--- config.mk ---
export PLATFORM = sky130hd
export DESIGN_NAME = boot_guard_top
export DESIGN_NICKNAME = d
export VERILOG_FILES = /design/src/rtl/boot_guard_pkg.sv /design/src/rtl/bg_region_dec.sv /design/src/rtl/bg_boot_sel.sv /design/src/rtl/bg_write_guard.sv /design/src/rtl/boot_guard_top.sv
export SDC_FILE = /design/constraint.sdc
export NUM_CORES = 1
export LEC_CHECK = 0
export ABC_AREA = 1
export ABC_CLOCK_PERIOD_IN_PS = 800
export BUFFER_PORTS_ARGS = -buffer_cell sky130_fd_sc_hd__buf_2
export CAP_MARGIN = 5
export CELL_PAD_IN_SITES_DETAIL_PLACEMENT = 1
export CELL_PAD_IN_SITES_GLOBAL_PLACEMENT = 2
export CORE_AREA = 2 2 71 73
export DETAILED_ROUTE_END_ITERATION = 8
export DIE_AREA = 0 0 73 75
export PLACE_DENSITY_LB_ADDON = 0.1
export SETUP_SLACK_MARGIN = 0.5
export SYNTH_ARGS = -nofsm -noshare
export SYNTH_HDL_FRONTEND = slang
export SYNTH_SLANG_ARGS = --single-unit
export TNS_END_PERCENT = 5
--- constraint.sdc ---
create_clock -name clk -period 0.8 [get_ports clk]
set_clock_uncertainty 0.2 [all_clocks]
set_input_delay 0.04 -clock clk [delete_from_list [all_inputs] [get_ports clk]]
set_output_delay 0.04 -clock clk [all_outputs]
set_load 0.05 [all_outputs]
--- src/rtl/boot_guard_pkg.sv ---
package boot_guard_pkg;
  typedef enum logic [1:0] {
    CAUSE_PWR = 2'b00,
    CAUSE_PIN = 2'b01,
    CAUSE_SW  = 2'b10,
    CAUSE_RSV = 2'b11
  } rst_cause_e;

  localparam logic [1:0] ISP_SEL_NONE = 2'b11;
endpackage

--- src/rtl/bg_region_dec.sv ---
module bg_region_dec #(
  parameter int ADDR_W    = 13,
  parameter int BND_W     = 7,
  parameter int BLK_SH    = 9,
  parameter int ISP_BASE0 = 'h1400,
  parameter int ISP_STEP  = 'h400,
  localparam int BASE_W   = ADDR_W + 1
) (
  input  logic [1:0]        isp_sel,
  input  logic [BND_W-1:0]  bound,
  input  logic [ADDR_W-1:0] addr,
  output logic [BASE_W-1:0] isp_base,
  output logic              isp_present,
  output logic              wr_ok
);
  import boot_guard_pkg::*;
  localparam int CMP_W = (BND_W + BLK_SH > BASE_W) ? BND_W + BLK_SH : BASE_W;

  // Base table: entries 0..2 step upward, entry 3 is the flash top (empty ISP)
  logic [BASE_W-1:0] base_tab [4];
  for (genvar k = 0; k < 4; k++) begin : g_base
    if (k == 3) begin : g_top
      assign base_tab[k] = BASE_W'(1) << ADDR_W;
    end else begin : g_step
      assign base_tab[k] = BASE_W'(ISP_BASE0 + k * ISP_STEP);
    end
  end

  logic [CMP_W-1:0] lo_w, hi_w, ad_w;
  logic             win_empty;

  always_comb begin
    isp_present = (isp_sel != ISP_SEL_NONE);
    isp_base    = base_tab[isp_sel];
    lo_w        = CMP_W'(bound) << BLK_SH;
    hi_w        = CMP_W'(isp_base);
    ad_w        = CMP_W'(addr);
    win_empty   = (&bound) || (lo_w >= hi_w);
    wr_ok       = !win_empty && (ad_w >= lo_w) && (ad_w < hi_w);
  end
endmodule

--- src/rtl/bg_boot_sel.sv ---
module bg_boot_sel #(
  parameter int ADDR_W  = 13,
  localparam int BASE_W = ADDR_W + 1
) (
  input  logic              clk,
  input  logic              rst_n,
  input  logic              hw_boot,
  input  logic              boot_req,
  input  logic [1:0]        boot_cause,
  input  logic              sbs_wr,
  input  logic              sbs_wdata,
  input  logic [BASE_W-1:0] isp_base,
  input  logic              isp_present,
  output logic              soft_bsel,
  output logic [ADDR_W-1:0] boot_vec,
  output logic              boot_isp
);
  import boot_guard_pkg::*;

  logic              soft_d, isp_d, soft_en;
  logic [ADDR_W-1:0] vec_d;

  always_comb begin
    soft_d  = soft_bsel;
    soft_en = 1'b0;
    if (boot_req) begin
      soft_en = 1'b1;
      if (boot_cause == CAUSE_PWR) soft_d = ~hw_boot;
    end else if (sbs_wr) begin
      soft_en = 1'b1;
      soft_d  = sbs_wdata;
    end
    isp_d = soft_d & isp_present;
    vec_d = isp_d ? ADDR_W'(isp_base) : '0;
  end

  always_ff @(posedge clk or negedge rst_n) begin
    if (!rst_n) begin
      soft_bsel <= 1'b0;
      boot_vec  <= '0;
      boot_isp  <= 1'b0;
    end else begin
      if (soft_en)  soft_bsel <= soft_d;
      if (boot_req) begin
        boot_vec <= vec_d;
        boot_isp <= isp_d;
      end
    end
  end

  a_r2_powerup_load: assert property (@(posedge clk) disable iff (!rst_n)
    boot_req && boot_cause == CAUSE_PWR |=> soft_bsel == !$past(hw_boot));
  a_r3_keep_soft: assert property (@(posedge clk) disable iff (!rst_n)
    boot_req && boot_cause != CAUSE_PWR |=> $stable(soft_bsel));
  a_r4_vec_hold: assert property (@(posedge clk) disable iff (!rst_n)
    !boot_req |=> $stable(boot_vec) && $stable(boot_isp));
  a_r4_no_isp_zero: assert property (@(posedge clk) disable iff (!rst_n)
    !boot_isp |-> boot_vec == '0);
endmodule

--- src/rtl/bg_write_guard.sv ---
module bg_write_guard (
  input  logic clk,
  input  logic rst_n,
  input  logic wr_req,
  input  logic wr_ok,
  input  logic viol_clr,
  output logic wr_grant,
  output logic wr_deny,
  output logic wr_viol
);
  logic gnt_d, deny_d, viol_d;

  always_comb begin
    gnt_d  = wr_req & wr_ok;
    deny_d = wr_req & ~wr_ok;
    viol_d = deny_d | (wr_viol & ~viol_clr);
  end

  always_ff @(posedge clk or negedge rst_n) begin
    if (!rst_n) begin
      wr_grant <= 1'b0;
      wr_deny  <= 1'b0;
      wr_viol  <= 1'b0;
    end else begin
      wr_grant <= gnt_d;
      wr_deny  <= deny_d;
      wr_viol  <= viol_d;
    end
  end

  a_r9_exclusive: assert property (@(posedge clk) disable iff (!rst_n)
    !(wr_grant && wr_deny));
  a_r9_no_spurious: assert property (@(posedge clk) disable iff (!rst_n)
    !wr_req |=> !wr_grant && !wr_deny);
  a_r9_answered: assert property (@(posedge clk) disable iff (!rst_n)
    wr_req |=> wr_grant || wr_deny);
  a_r10_sticky: assert property (@(posedge clk) disable iff (!rst_n)
    wr_viol && !viol_clr |=> wr_viol);
  a_r10_set_on_deny: assert property (@(posedge clk) disable iff (!rst_n)
    wr_deny |-> wr_viol);
endmodule

--- src/rtl/boot_guard_top.sv ---
module boot_guard_top #(
  parameter int ADDR_W    = 13,
  parameter int BND_W     = 7,
  parameter int BLK_SH    = 9,
  parameter int ISP_BASE0 = 'h1400,
  parameter int ISP_STEP  = 'h400
) (
  input  logic              clk,
  input  logic              rst_n,
  input  logic [1:0]        opt_isp_sel,
  input  logic              opt_hw_boot,
  input  logic [BND_W-1:0]  opt_iap_bound,
  input  logic              opt_lock,
  input  logic              boot_req,
  input  logic [1:0]        boot_cause,
  input  logic              sbs_wr,
  input  logic              sbs_wdata,
  input  logic              wr_req,
  input  logic [ADDR_W-1:0] wr_addr,
  input  logic              viol_clr,
  input  logic              prg_rd_req,
  output logic              soft_bsel,
  output logic [ADDR_W-1:0] boot_vec,
  output logic              boot_isp,
  output logic              wr_grant,
  output logic              wr_deny,
  output logic              wr_viol,
  output logic              prg_rd_en
);
  localparam int BASE_W = ADDR_W + 1;

  // Reset: asserted asynchronously, released through two flops
  logic rs_q1, rs_q2;
  always_ff @(posedge clk or negedge rst_n) begin
    if (!rst_n) begin
      rs_q1 <= 1'b0;
      rs_q2 <= 1'b0;
    end else begin
      rs_q1 <= 1'b1;
      rs_q2 <= rs_q1;
    end
  end

  logic [BASE_W-1:0] isp_base;
  logic              isp_present, wr_ok;

  bg_region_dec #(
    .ADDR_W(ADDR_W), .BND_W(BND_W), .BLK_SH(BLK_SH),
    .ISP_BASE0(ISP_BASE0), .ISP_STEP(ISP_STEP)
  ) u_dec (
    .isp_sel(opt_isp_sel), .bound(opt_iap_bound), .addr(wr_addr),
    .isp_base(isp_base), .isp_present(isp_present), .wr_ok(wr_ok)
  );

  bg_boot_sel #(.ADDR_W(ADDR_W)) u_boot (
    .clk(clk), .rst_n(rs_q2), .hw_boot(opt_hw_boot),
    .boot_req(boot_req), .boot_cause(boot_cause),
    .sbs_wr(sbs_wr), .sbs_wdata(sbs_wdata),
    .isp_base(isp_base), .isp_present(isp_present),
    .soft_bsel(soft_bsel), .boot_vec(boot_vec), .boot_isp(boot_isp)
  );

  bg_write_guard u_guard (
    .clk(clk), .rst_n(rs_q2), .wr_req(wr_req), .wr_ok(wr_ok),
    .viol_clr(viol_clr), .wr_grant(wr_grant), .wr_deny(wr_deny),
    .wr_viol(wr_viol)
  );

  assign prg_rd_en = prg_rd_req & opt_lock;

  a_r7_no_window: assert property (@(posedge clk) disable iff (!rs_q2)
    wr_req && (&opt_iap_bound) |=> !wr_grant);
  a_r11_locked: assert property (@(posedge clk) disable iff (!rs_q2)
    !opt_lock |-> !prg_rd_en);
  a_r6_grant_below_base: assert property (@(posedge clk) disable iff (!rs_q2)
    wr_req && ({1'b0, wr_addr} >= isp_base) |=> wr_deny);
endmodule

* Word level (Yosys, flattened, before mapping)
Cells that the tools add are included.
Word-level totals: bits in registers 20, input bits 34
Cells by class: bitwise gates (word level) 10, reductions and logical operators 6, eq/ne operators 1, mux-type cells 9, $lt $le $gt $ge 4
Operators with widths (count):
- $bmux W14 S2 | 1
- $mux W14 | 2
- $ge A13 B16 Y1 | 1
- $ge A16 B14 Y1 | 1
- $lt A13 B14 Y1 | 1
- $mux W13 | 1
- $reduce_and A7 Y1 | 1
- $and A1 B1 Y1 | 5
- $mux W1 | 5
- $ge A3 B3 Y1 const B | 1
- $not A1 Y1 | 3
- $not A2 Y3 | 1
- $logic_and A1 B1 Y1 | 2
- $logic_not A2 Y1 | 1
- $ne A2 B2 Y1 const B | 1
- $logic_not A1 Y1 | 1
- $logic_or A1 B1 Y1 | 1
- $or A1 B1 Y1 | 1

* Longest topological paths before layout
word-level depth 12, depth in mapped cells 11, gate-level depth less buffers 11

* Modules after synthesis
A second synthesis with hierarchy kept.
Unflattened totals: cell total of the unflattened synthesis 182, area total of the unflattened synthesis 1343.8 µm²
By module, submodules not included:
- bg_boot_sel | area an instance 648.1 µm², instances 1, cells each 73
- bg_region_dec | area an instance 524.3 µm², instances 1, cells each 93
- bg_write_guard | area an instance 110.1 µm², instances 1, cells each 11
- boot_guard_top | area an instance 61.3 µm², instances 1, cells each 5

* Worst setup path before layout
OpenSTA, ideal clock, no wires.
path type input -> register, start point input port opt_isp_sel[0], end point register u_guard.wr_viol, data required time 0.484 ns, stages 10, slack -0.592 ns, data arrival time 1.075 ns, cell sequence inv_1 ha_1 inv_1 ha_1 nand2_1 nand2_1 a21oi_2 nand3_2 nand2_2 nand2_2
Between the ends: longest elaborated chain between the ends 12
RTL lines:
- from (decl) | line boot_guard_top.sv:10 | input logic [1:0] opt_isp_sel,
- $not A2 Y3 (not written as such) * | line bg_region_dec.sv:34 | isp_base = base_tab[isp_sel];
- $bmux W14 S2 * | line bg_region_dec.sv:34
- $mux W14 (not written as such) * (2 in a row) | line bg_region_dec.sv:34
- $ge A16 B14 Y1 | line bg_region_dec.sv:38 | win_empty = (&bound) || (lo_w >= hi_w);
- $logic_or A1 B1 Y1 | line bg_region_dec.sv:38
- $logic_not A1 Y1 | line bg_region_dec.sv:39 | wr_ok = !win_empty && (ad_w >= lo_w) && (ad_w < hi_w);
- $logic_and A1 B1 Y1 | line bg_region_dec.sv:39
- $logic_and A1 B1 Y1 * | line bg_region_dec.sv:39
- $not A1 Y1 * | line bg_write_guard.sv:15 | deny_d = wr_req & ~wr_ok;
- $and A1 B1 Y1 * | line bg_write_guard.sv:15
- $or A1 B1 Y1 * | line bg_write_guard.sv:16 | viol_d = deny_d | (wr_viol & ~viol_clr);
- net u_guard.viol_d | line bg_write_guard.sv:11 | logic gnt_d, deny_d, viol_d;
- to (signal assigned) | line bg_write_guard.sv:27 | wr_viol <= viol_d;
- to (decl) | line bg_write_guard.sv:9 | output logic wr_viol
The timed path passes the listed nets; every way through them passes the cells marked *. The select of a mux whose other input is x is not followed. A chain may end at the register's enable or synchronous reset.

* Worst setup path in the final report
Same ends and word-level chain as after synthesis.

==> metrics.log <==
INFO  metric run_status = finished with violations
INFO  metric failed_checks = negative hold slack, negative setup slack
INFO  metric drv.max_cap_violation_count = 0
INFO  metric fin_crit = 1200 ps
INFO  metric synth_area = about 860 um^2
INFO  metric hold_path.class = input port to asynchronous set/reset pin
INFO  metric cp_slowest_cell = sky130_fd_sc_hd__ha_4
INFO  metric die-area = 0.00548 mm^2
INFO  metric num_ports = 53
INFO  metric core.rowCount = 25
INFO  metric first_global_vias = 874
INFO  metric die-height = about 75 um
INFO  metric crit_path_cell_trace = buf_8 > inv_4 > ha_4 > inv_4 > ha_4 > nand2_2 > nand2_2 > a21oi_2 > nand3_2 > nand2_2 > nand2_2
INFO  metric drtAntennaViolNets = 0
INFO  metric hpwlAfterDp = approximately 2.0 mm
INFO  metric wl = 2.24 mm
INFO  metric count_of_buffers_inserted_at_the_top_level_ports = 42
INFO  metric synth-seq-area-share = 0.292
INFO  metric global_route.usage.total = 0.0853
INFO  metric route.vias.total = 858
INFO  metric pin_count_of_the_biggest_net_entering_global_routing = 9
INFO  metric required = approximately 730 ps
INFO  metric detail_route.iter0.violations = 39
INFO  metric clock-root-buffer = sky130_fd_sc_hd__clkbuf_8
INFO  metric clk_pin_slew_worst_paths = 50 ps
INFO  metric htreeDepth = 1
INFO  metric setup.reg_to_reg.worst_slack = -370 ps
INFO  metric cp_top_family = adder cells
INFO  metric avgSynthCellArea = 7.66 um^2
INFO  metric numCtsBuffers = 3
INFO  metric cp-end-kind = register
INFO  metric postLayoutCellArea = 0.00150 mm^2
INFO  metric n_antenna_cell = 0
INFO  metric clkLatencyLatePin = 240 ps
INFO  metric number_of_synthesized_flops_with_an_enable_pin = 0
INFO  metric initial_core_util = 0.184
INFO  metric min_period_over_period = 1.50
INFO  metric fp.dieW = about 73 um
INFO  metric drt-pass1-iter-count = 2
INFO  metric synth_flop_cell = sky130_fd_sc_hd__dfrtp_1
INFO  metric area_growth = 74.8%
INFO  metric yosys-top-cells-area = sky130_fd_sc_hd__dfrtp_1 (29%), sky130_fd_sc_hd__ha_1 (19%), sky130_fd_sc_hd__inv_1 (11%)
INFO  metric most_frequent_cell_on_the_critical_path = sky130_fd_sc_hd__nand2_2
INFO  metric rsz_0062_raised_after_global_routing = yes
INFO  metric core_region_area = 0.00466 mm^2
INFO  metric final_nets = 222
INFO  metric tritoncts_num_sinks = 10
INFO  metric global_route.overflow_total = 0
INFO  metric drive_gt1_frac = 0.557
INFO  metric timing.critical_path.arrival = 1120 ps
INFO  metric grt_antenna_before_repair = 0
INFO  metric p_per_area = 1390 mW/mm^2
INFO  metric worst-setup-path-type = input port to register
INFO  metric ir_drop = 392 uV
INFO  metric placement.cell_area = 0.00126 mm^2
INFO  metric synth_cell_count_leaders = sky130_fd_sc_hd__inv_1 (25), sky130_fd_sc_hd__nand2_1 (18), sky130_fd_sc_hd__ha_1 (13)
INFO  metric total_leakage_power = ~0.00079 uW
INFO  metric netlist.area_leader.share = 0.292
INFO  metric detail_route.wl_per_cell = 9.84 um
INFO  metric synth_seq_cells = 10
INFO  metric tritoncts_clock_tree = done
INFO  metric finalHoldViolations = 18
INFO  metric maxClockFrequency = 0.836 GHz
INFO  metric yosysUniqueCellTypes = 22
INFO  metric start_kind = input port
INFO  metric final_critical_path_setup_slack = -396 ps
INFO  metric timing.hold.ws = -621 ps
INFO  metric synth_cells = 112
INFO  metric timing.final.max_slew_violations = 0
INFO  metric synthMostInstantiatedCell = sky130_fd_sc_hd__inv_1
INFO  metric detail_route.vias_per_cell = between 3 and 4
INFO  metric critical_path.n_buffers_inverters = 3
INFO  metric post-synth-top-area-cell = sky130_fd_sc_hd__dfrtp_1
INFO  metric slowest_delay = around 260 ps
INFO  metric grt_first_pass_wirelength = 3.59 mm
INFO  metric critical_path.max_fanout = 3
INFO  metric postSynth.asyncResetShare = 1.00
INFO  metric post-route-drc-count = 0
INFO  metric finalCoreUtilization = 0.322
INFO  metric synth.yosys.warnings = 0
INFO  metric finalSetupViolations = 16
INFO  metric gpl.final_weighted_congestion = 0.729
INFO  metric clockBufferDepth = 2
-- layer usage --
metal  part of all wire  vias to the layer above  global-route usage  wire length [um]
met5                  0                        -                   0                 0
met4              0.028                        0              0.0617                62
met3              0.049                        4             0.00803               111
met2               0.55                       31               0.161              1240
met1               0.37                      383              0.0874               833
li1                   -                      440                   -                 -
-- cell type report --
class | count | area, um^2
fillers | 568 | 3160
inverters | 26 | 103
well taps | 54 | 67.6
repair buffers | 59 | 439
clock buffers | 4 | 55.1
flip-flops and latches | 10 | 253
multi-input cells | 75 | 583
-- kinds of logic after synthesis --
logic type,synth area share
XOR/XNOR,0.0102
AND/OR/NAND/NOR,0.226
other,0.00875
AO/OA/AOI/OAI,0.0612
adder cells (fa/ha/maj),0.190
flip-flops,0.292
buffers and inverters,0.201
multiplexers,0.0117
-- through the flow --
step	worst slack [ps]	TNS (ps)	total power [uW]	std cells
2_1_floorplan	-505	-3800	1080	121
3_3_place_gp	-748	-4370	1300	223
3_5_place_dp	-773	-4460	1320	223
4_1_cts	-387	-4820	2080	228
5_1_grt	-460	-5420	2220	228
6_report	-396	-4600	2080	228
-- worst reg2reg max path, delay by kind of cell, from the launching register on --
kind                   cells  cell delay (ps)
and+or+nand+nor            1               80
buffers and inverters      1               90
AOI/OAI and AO/OA          2              290
DFF                        1              400
-- cells in the final DEF (no fill, tap or decap), drive strengths merged --
cell    netlist  routed
a21oi         2       2
buf          10      59
clkbuf        0       4
conb          2      11
dfrtp        10      10
ha           13      13
inv          26      26
mux2i         1       1
nand2        20      20
nand3         6       6
nand3b        1       1
nor2         11      11
nor3          1       1
nor3b         1       1
o211ai        1       1
o21ai         5       5
o22ai         1       1
xor2          1       1
-- sequential cells by signal, indices dropped and copies added, names as in the netlist --
register	count
u_boot.boot_vec	3
rs_q1	1
rs_q2	1
u_boot.boot_isp	1
u_boot.soft_bsel	1
u_guard.wr_deny	1
u_guard.wr_grant	1
u_guard.wr_viol	1
-- worst paths after layout --
path,startpoint,end,depth (start not counted)
max in group asynchronous,rs_q2,u_boot.soft_bsel,0
max,opt_isp_sel[0],u_guard.wr_viol,11
min,rst_n,rs_q1,1
min in group clk,wr_req,u_guard.wr_deny,3
min reg2reg,rs_q2,u_boot.boot_vec[11],0
max reg2reg,u_boot.soft_bsel,u_boot.boot_vec[12],4
-- where the power goes --
part / internal (uW) / total, uW / leakage (uW) / switching, uW
registers: 553 / 587 / 0.000122 / 33.4
clock network: 433 / 632 / 0.0000288 / 200
logic: 356 / 860 / 0.000638 / 504
-- repair_timing --
action                     4_1_cts  5_1_grt
setup buffers                    1        0
setup endpoints to repair       26       26
resized for setup               35       15
cloned                           0        0
hold endpoints to repair        18       18
pin swaps                        9        7
Note: power is estimated with default switching activity, not from simulation.
